<file path="config.mk">
export PLATFORM = sky130hd
export DESIGN_NAME = bscan_chain
export DESIGN_NICKNAME = d
export VERILOG_FILES = /design/src/rtl/bscan_pkg.sv /design/src/rtl/bscan_ctrl.sv /design/src/rtl/bscan_path.sv /design/src/rtl/bscan_chain.sv
export SDC_FILE = /design/constraint.sdc
export NUM_CORES = 1
export LEC_CHECK = 0
export BUFFER_PORTS_ARGS = -buffer_cell sky130_fd_sc_hd__buf_2
export CORE_UTILIZATION = 40
export DETAILED_ROUTE_END_ITERATION = 10
export PLACE_DENSITY = 0.65
export SLEW_MARGIN = 5
export SYNTH_ARGS = -nofsm -noshare
export SYNTH_HDL_FRONTEND = slang
export SYNTH_SLANG_ARGS = --single-unit
</file>
<file path="constraint.sdc">
create_clock -name tck -period 1.4 [get_ports tck]
set_input_delay 0.07 -clock tck [delete_from_list [all_inputs] [get_ports tck]]
set_output_delay 0.07 -clock tck [all_outputs]
set_load 0.02 [all_outputs]
</file>
<file path="src/rtl/bscan_pkg.sv">
package bscan_pkg;

  typedef enum logic [1:0] {
    MODE_NORMAL = 2'b00,
    MODE_TEST   = 2'b01,
    MODE_CLAMP  = 2'b10,
    MODE_HIGHZ  = 2'b11
  } bsMode_t;

  // strobes and mode flags passed from control to datapath
  typedef struct packed {
    logic cap;
    logic shift;
    logic upd;
    logic testMode;
    logic clampMode;
  } bsStrobe_t;

endpackage

</file>
<file path="src/rtl/bscan_ctrl.sv">
module bscan_ctrl
  import bscan_pkg::*;
(
  input  logic      [1:0] mode,
  input  logic            captureDr,
  input  logic            shiftDr,
  input  logic            updateDr,
  output bsStrobe_t       stb
);

  bsMode_t modeE;

  always_comb begin
    modeE         = bsMode_t'(mode);
    // capture has priority over shift, shift over update
    stb.cap       = captureDr;
    stb.shift     = shiftDr & ~captureDr;
    stb.upd       = updateDr & ~captureDr & ~shiftDr;
    stb.testMode  = (modeE == MODE_TEST);
    stb.clampMode = (modeE == MODE_CLAMP) || (modeE == MODE_HIGHZ);
  end

endmodule

</file>
<file path="src/rtl/bscan_path.sv">
module bscan_path
  import bscan_pkg::*;
#(
  parameter int NUM_IN  = 8,
  parameter int NUM_OUT = 8,
  localparam int LEN    = NUM_IN + NUM_OUT
) (
  input  logic               tck,
  input  logic               trstN,
  input  bsStrobe_t          stb,
  input  logic               tdi,
  output logic               tdo,
  input  logic [NUM_IN-1:0]  pinIn,
  output logic [NUM_IN-1:0]  coreIn,
  input  logic [NUM_OUT-1:0] coreOut,
  input  logic [NUM_OUT-1:0] coreOutEn,
  output logic [NUM_OUT-1:0] pinOut,
  output logic [NUM_OUT-1:0] pinOutEn,
  output logic [LEN-1:0]     shiftQ,
  output logic [LEN-1:0]     latchQ
);

  logic [LEN-1:0] capVal;

  // input cells: stage index equals pin index
  for (genvar i = 0; i < NUM_IN; i++) begin : g_inCell
    assign coreIn[i] = stb.testMode ? latchQ[i] : pinIn[i];
    // test capture records the inverse of the value fed to the core
    assign capVal[i] = stb.testMode ? ~latchQ[i] : pinIn[i];
  end

  // output cells follow the input cells towards tdo
  for (genvar j = 0; j < NUM_OUT; j++) begin : g_outCell
    localparam int IDX = NUM_IN + j;
    assign capVal[IDX]  = coreOut[j];
    assign pinOut[j]    = (stb.testMode || stb.clampMode) ? latchQ[IDX] : coreOut[j];
    assign pinOutEn[j]  = stb.testMode ? 1'b1 : (stb.clampMode ? 1'b0 : coreOutEn[j]);
  end

  always_ff @(posedge tck or negedge trstN) begin
    if (!trstN) begin
      shiftQ <= '0;
    end else if (stb.cap) begin
      shiftQ <= capVal;
    end else if (stb.shift) begin
      shiftQ <= {shiftQ[LEN-2:0], tdi};
    end
  end

  always_ff @(posedge tck or negedge trstN) begin
    if (!trstN) begin
      latchQ <= '0;
    end else if (stb.upd) begin
      latchQ <= shiftQ;
    end
  end

  assign tdo = shiftQ[LEN-1];

endmodule

</file>
<file path="src/rtl/bscan_chain.sv">
module bscan_chain
  import bscan_pkg::*;
#(
  parameter int NUM_IN  = 8,
  parameter int NUM_OUT = 8
) (
  input  logic               tck,
  input  logic               trstN,
  input  logic [1:0]         mode,
  input  logic               captureDr,
  input  logic               shiftDr,
  input  logic               updateDr,
  input  logic               tdi,
  output logic               tdo,
  input  logic [NUM_IN-1:0]  pinIn,
  output logic [NUM_IN-1:0]  coreIn,
  input  logic [NUM_OUT-1:0] coreOut,
  input  logic [NUM_OUT-1:0] coreOutEn,
  output logic [NUM_OUT-1:0] pinOut,
  output logic [NUM_OUT-1:0] pinOutEn
);

  localparam int LEN = NUM_IN + NUM_OUT;

  bsStrobe_t      stb;
  logic [LEN-1:0] shiftQ;
  logic [LEN-1:0] latchQ;

  bscan_ctrl u_ctrl (
    .mode      (mode),
    .captureDr (captureDr),
    .shiftDr   (shiftDr),
    .updateDr  (updateDr),
    .stb       (stb)
  );

  bscan_path #(.NUM_IN(NUM_IN), .NUM_OUT(NUM_OUT)) u_path (
    .tck       (tck),
    .trstN     (trstN),
    .stb       (stb),
    .tdi       (tdi),
    .tdo       (tdo),
    .pinIn     (pinIn),
    .coreIn    (coreIn),
    .coreOut   (coreOut),
    .coreOutEn (coreOutEn),
    .pinOut    (pinOut),
    .pinOutEn  (pinOutEn),
    .shiftQ    (shiftQ),
    .latchQ    (latchQ)
  );

endmodule

</file>
==> results of run 1 <==
Yosys cell counts:
| cell | count | area, um2 |
|---|---|---|
| dfrtp_1 | 32 | 801 |
| mux2_2 | 32 | 360 |
| a21oi_1 | 16 | 80.1 |
| nor2_1 | 16 | 60.1 |
| a211oi_1 | 8 | 60.1 |
| mux2i_1 | 8 | 80.1 |
| nand2_1 | 8 | 30.0 |
| nor3b_1 | 8 | 60.1 |
| o21ai_0 | 8 | 40.0 |
| nor2b_1 | 7 | 43.8 |
| buf_2 | 6 | 30.0 |
| buf_6 | 4 | 45.0 |
| clkbuf_1 | 4 | 15.0 |
| and2b_1 | 1 | 7.51 |
| nand2b_1 | 1 | 6.26 |
| nor2_2 | 1 | 6.26 |
| nor3b_4 | 1 | 18.8 |
critical path: stages (launching register included):
cell and delay (ns):
dfrtp_1 0.39, mux2_2 0.29, buf_2 0.16
per-layer routing:
layer / up-vias / share of wire
met5: - / 0
met4: 0 / 0.012
met3: 6 / 0.067
met2: 41 / 0.47
met1: 668 / 0.46
li1: 680 / -
cells by family after synthesis:
family / after synthesis / synth area share
DFF: 32 / 0.459
muxes: 40 / 0.253
AOI/OAI and AO/OA: 32 / 0.103
buffers and inverters: 14 / 0.0516
and+or+nand+nor: 43 / 0.133
how the worst max path moves through the flow:
stage                     start                 to  slack, ns  cells after the start
2_1_floorplan           shiftDr  u_path.latchQ[10]       0.24                      4
3_3_place_gp          captureDr   u_path.latchQ[0]       0.34                      4
3_5_place_dp          captureDr  u_path.latchQ[10]       0.33                      4
4_1_cts        u_path.latchQ[6]          coreIn[6]       0.21                      2
5_1_grt        u_path.latchQ[5]          coreIn[5]       0.19                      2
6_report       u_path.latchQ[5]          coreIn[5]       0.21                      2
cell usage in the layout (no fill, tap or decap), types with 2 or more instances in the layout:
cell	instances
buf_2	56
mux2_2	32
dfrtp_1	32
nor2_1	16
a21oi_1	16
nor3b_1	8
a211oi_1	8
mux2i_1	8
nand2_1	8
o21ai_0	8
nor2b_1	7
buf_4	7
clkbuf_8	6
clkinv_2	2
buf_12	2
metrics by stage:
step                total power [W]  area (um2)  setup slack [ns]  utilization
CTS                         0.00264        2190             0.210        0.536
detailed placement          0.00191        2090             0.329        0.511
finish                      0.00261        2190             0.208        0.536
floorplan                   0.00167        1740             0.241            -
global placement            0.00189        2090             0.340        0.511
global route                0.00275        2190             0.185        0.536
power groups by stage:
stage	clock network, W	logic (W)	registers [W]
finish	0.000726	0.000690	0.00120
global route	0.000775	0.000759	0.00122
CTS	0.000743	0.000700	0.00120
detailed placement	0	0.000697	0.00121
global placement	0	0.000681	0.00121
floorplan	0	0.000492	0.00118
sequential cells by signal (all words and copies together), names as in the netlist:
signal and cells:
u_path.latchQ 16, u_path.shiftQ 16
final cells by class:
class	instances	area, um2
clock buffer	6	82.6
clock inverter	2	10.0
fill	365	1890
multi-input combinational	115	853
sequential	32	801
tap	50	62.6
timing repair buffer	66	383
==> results by group, run 1 <==
Timing
  • Hold Slack: roughly 0.0035 ns
  • Fin crit share: 0.851
  • Slew Limit Headroom: 0.733
  • Fmax: 0.839 GHz
  • Fin. max-slew vios: 0
  • Post-route setup TNS: 0 ns
  • Final setup viols: 0
  • Final Hold Viols: 0
  • Final min period: 1.19 ns
  • Skew final: 0.00586 ns
  • Worst Tran Pin Value: 0.400 ns
  • Unrepaired setup endpoints after global routing: false

Clock tree
  • CTS Sinks: 32
  • Clk Latency, worst-skew pair: 0.29 ns
  • Num CTS Buffers: 5
  • Clock-pin slew on the worst setup and hold paths: around 0.07 ns
  • Root buf cell: clkbuf_8
  • Max Buffers Root-to-Sink: 2
  • Post-CTS Resized: 0
  • Hold buffer count at CTS: 1
  • # Post-CTS Setup Buffers: 0
  • H-tree depth reported by CTS: 2
  • CTS tree: yes

Place
  • Post-placement cell count: ~260
  • RePlAce Congestion: approximately 0.7
  • Port Buffers: 56
  • Hpwl dp: 2.54 mm

Synthesis
  • Syn_nets: slightly below 200
  • Synth cell types: 17
  • Synth Register Bits: 32
  • YS warnings: 0
  • Sequential fraction of the synthesis area: 0.459
  • Average cell area after synthesis: 10.8 um2
  • Post-Syn Area: 1740 um2
  • Syn Inst Count: ~160

Route
  • Drt wl/cell: approximately 14 um
  • Remaining DRCs: 0
  • Post-route ant nets: 0
  • Vias/cell: about 5
  • DR pass1 iterations: 4
  • DR vias: approximately 1,400
  • Total wire length: roughly 3.7 mm
  • Drt first-iter violations: 48

Power and ir drop
  • Sw Share: 0.301
  • Int Pwr: 0.00182 W
  • Switch Pwr: 0.000787 W
  • LEAKAGE: 1.02 nW
  • Clk pwr share: 0.278
  • IR drop worst, VDD: 625 uV
  • Flop pwr share: 0.458
  • Gate power share: 0.264
  • Power per cell area: 1190 nW/um2

Floorplanning
  • Initial core utilization: 0.427
  • Die Span X: 68.0 um
  • Io pins: 57
  • Rows: 23
  • Core area: 4090 um2
  • Die Y: 68.0 um
  • Die area: 4630 um2

Hold path
  • HP Start: coreOut[0]
  • Hold Path End: u_path.shiftQ[8]
  • Hold Path Stages: 3
  • HP Class: in2reg

Final layout
  • Post-route insts no fill: 271
  • Share of layout cells above drive strength 1: 0.484
  • # nets final: 252
  • Ant diodes: 0
  • Area Overhead vs Synth: 25.7%

Global route
  • Met1 Use GR: 0.200
  • Largest net degree at the start of global routing: 33
  • Tot GR Track Use: 0.171
  • Number of global-route vias before repair: around 1,300
  • Met3 usage: 0.0533
  • Initial antenna violation count: 0
  • Met2 GRT Util: 0.292
  • First-pass GRT wire length: 5.73 mm
  • GR peak layer: met2
  • Total grt overflow: 0

Setup path
  • Crit path max fanout: 3
  • RR Startpoint: u_path.shiftQ[3]
  • Critical Path End Type: primary output
  • Reg2reg path depth: 3
  • CP Class: reg2out
  • CP arrival: about 1.1 ns
  • Worst R2R End: u_path.shiftQ[3]
  • CP startpoint kind: flop
  • Flop-to-flop setup slack: 0.45 ns
  • Worst EP required: 1.33 ns

Outcome
  • Status: finished, final reports clean

Flow run
  • Max cap viols: 0
No activity file was read; power rests on OpenSTA's default activity.
==> inputs of run 2 (changes only) <==
--- a/config.mk
+++ b/config.mk
@@ -9,6 +9,8 @@
 export CORE_UTILIZATION = 40
 export DETAILED_ROUTE_END_ITERATION = 10
 export PLACE_DENSITY = 0.65
+export RECOVER_POWER = 50
+export REMOVE_ABC_BUFFERS = 1
 export SLEW_MARGIN = 5
 export SYNTH_ARGS = -nofsm -noshare
 export SYNTH_HDL_FRONTEND = slang
==> results by group, run 2 (synthesis results as in run 1) <==
Place
  • Post-place setup slack: 0.273 ns (-0.0560 ns)
  • Hpwl dp: 2.41 mm (-5.0%)
  • RePlAce Congestion: 0.684 (-4.4%)
  • Port Buffers: 56 (unchanged)
  • Post-placement cell count: 263 (+0.38%)

Timing
  • Fin. max-slew vios: 0 (unchanged)
  • Skew final: 0.00406 ns (-0.00180 ns)
  • Post-route setup TNS: 0 ns (unchanged)
  • Final min period: 1.20 ns (+0.00629 ns)
  • Fmax: 0.835 GHz (-0.53%)
  • Fin crit share: 0.856 (+0.00449)
  • Final WS setup: 0.202 ns (-0.00629 ns)
  • Worst Tran Pin Value: 0.775 ns (+0.374 ns)
  • Slew Limit Headroom: 0.483 (-0.250)
  • Final Hold Viols: 0 (unchanged)
  • Final setup viols: 0 (unchanged)
  • Unrepaired setup endpoints after global routing: false

Setup path
  • Crit-path max cell delay: 0.53 ns (+0.14 ns)
  • Reg2reg path depth: 3 (unchanged)
  • CP max stage cell: dlygate4sd3_1
  • Crit path buffers/inverters: 3 (+2)
  • Crit path max fanout: 2 (-1)
  • Flop-to-flop setup slack: 0.46 ns (about the same)
  • Critical Path End Type: primary output
  • Top delay family on crit path: buffers and inverters
  • CP startpoint kind: input port
  • Crit-path most repeated cell: buf_2
  • Critical-path cell list: dlygate4sd3_1 -> buf_2 -> mux2_2 -> buf_2
  • CP arrival: 1.13 ns (about the same)
  • RR Startpoint: u_path.shiftQ[0]
  • CP Class: in2out
  • Worst R2R End: u_path.shiftQ[0]
  • Worst EP required: 1.33 ns (about the same)

Clock tree
  • # Post-CTS Setup Buffers: 0 (unchanged)
  • Num CTS Buffers: 5 (unchanged)
  • Max Buffers Root-to-Sink: 2 (unchanged)
  • CTS Sinks: 32 (unchanged)
  • Root buf cell: clkbuf_8
  • H-tree depth reported by CTS: 2 (unchanged)
  • CTS tree: yes
  • Clk Latency, worst-skew pair: 0.28 ns (about the same)
  • Clock-pin slew on the worst setup and hold paths: 0.06 ns (about the same)

Global route
  • Tot GR Track Use: 0.164 (-0.00750)
  • Number of global-route vias before repair: 1,227 (-3.8%)
  • Largest net degree at the start of global routing: 33 (unchanged)
  • First-pass GRT wire length: 5.48 mm (-4.3%)
  • Total grt overflow: 0 (unchanged)
  • Initial antenna violation count: 0 (unchanged)

Route
  • Drt first-iter violations: 29 (-40%)
  • DR pass1 iterations: 4 (unchanged)
  • Remaining DRCs: 0 (unchanged)
  • Post-route ant nets: 0 (unchanged)
  • Total wire length: 3.34 mm (-8.9%)
  • Vias/cell: 4.93 (-4.3%)
  • Drt wl/cell: 12.1 um (-11%)
  • DR vias: 1,360 (-2.5%)

Floorplanning
  • Core area: 4090 um2 (unchanged)
  • Io pins: 57 (unchanged)
  • Die area: 4630 um2 (unchanged)
  • Rows: 23 (unchanged)
  • Die Span X: 68.0 um (unchanged)
  • Initial core utilization: 0.427 (unchanged)
  • Die Y: 68.0 um (unchanged)

Final layout
  • Regs by FF count: u_path.latchQ: 16 flops, u_path.shiftQ: 16 flops
  • Area Overhead vs Synth: 26.2%
  • # nets final: 257 (+2.0%)
  • Share of layout cells above drive strength 1: 0.465 (-0.0196)
  • Ant diodes: 0 (unchanged)
  • Post-route insts no fill: 276 (+1.8%)
  • Fillers: 387 (+6.0%)
  • Most frequent cells in the layout: buf_2, mux2_2, dfrtp_1
  • Commonest non-fill, non-tap cell in the layout: buf_2

Hold path
  • Hold Path Stages: 3 (unchanged)
  • Hold Path End: u_path.shiftQ[12]
  • HP Class: in2reg
  • HP Start: coreOut[4]

Outcome
  • Status: finished, final reports clean

Power and ir drop
  • LEAKAGE: 1.02 nW (+0.23%)
  • IR drop worst, VDD: 709 uV (+13%)
  • Tot Pwr: 0.00259 W (-0.76%)
  • Power per cell area: 1180 nW/um2 (-1.2%)

Flow run
  • Max cap viols: 0 (unchanged)
run 2: cell count changes in the layout (fill, tap and decap cells not counted):
cell / previous run / this run
buf_12: 2 / 0
buf_2: 56 / 55
buf_4: 7 / 6
clkbuf_1: 0 / 3
clkbuf_2: 0 / 2
dlygate4sd3_1: 1 / 5
run 2: timing repair:
item	CTS	global route
hold endpoints to repair	36	0
resized for setup	0	0
hold buffers	5	0
run 2: how the worst max path moves through the flow:
stage               startpoint                 to  slack (ns)  cells after the start
floorplan            captureDr   u_path.latchQ[0]        0.30                      2
global placement     captureDr   u_path.latchQ[7]        0.30                      4
detailed placement   captureDr  u_path.latchQ[14]        0.27                      4
CTS                 coreOut[7]          pinOut[7]        0.19                      4
global route           shiftDr   u_path.shiftQ[0]        0.14                      6
finish              coreOut[6]          pinOut[6]        0.20                      4
run 2: through the flow:
step            util  cell area (um2)  hold slack, ns
6_report       0.539             2200          0.0103
3_3_place_gp   0.507             2070           0.118
4_1_cts        0.542             2210        0.000903
2_1_floorplan      -             1650          -0.226
3_5_place_dp   0.507             2070           0.123
5_1_grt        0.539             2200         0.00271
run 2: metal layers:
metal / GRT usage / wire [um] / up-vias
met4: 0.0547 / 38 / 0
met2: 0.257 / 1410 / 51
met5: 0 / 0 / -
met3: 0.0567 / 253 / 4
li1: - / - / 693
met1: 0.210 / 1640 / 612
run 2: where the power goes:
part	switching [W]	internal (W)	leakage, nW
combinational	0.000335	0.000341	0.589
sequential	0.000109	0.00109	0.379
clock	0.000326	0.000391	0.0510
total	0.000770	0.00182	1.02
run 2: final cells by class:
type	instances	area (um2)	area share
Clock buffer	6	82.6	0.0375
Clock inverter	2	10.0	0.00455
Multi-Input combinational cell	115	853	0.388
Sequential cell	32	801	0.364
Tap cell	50	62.6	0.0284
Timing Repair Buffer	71	392	0.178
run 2: worst register-to-register path, delay by kind of cell (launching register included):
kind | cells | cell delay, ns
flip-flops | 1 | 0.38
AO/OA/AOI/OAI | 2 | 0.30
AND/OR/NAND/NOR | 1 | 0.13
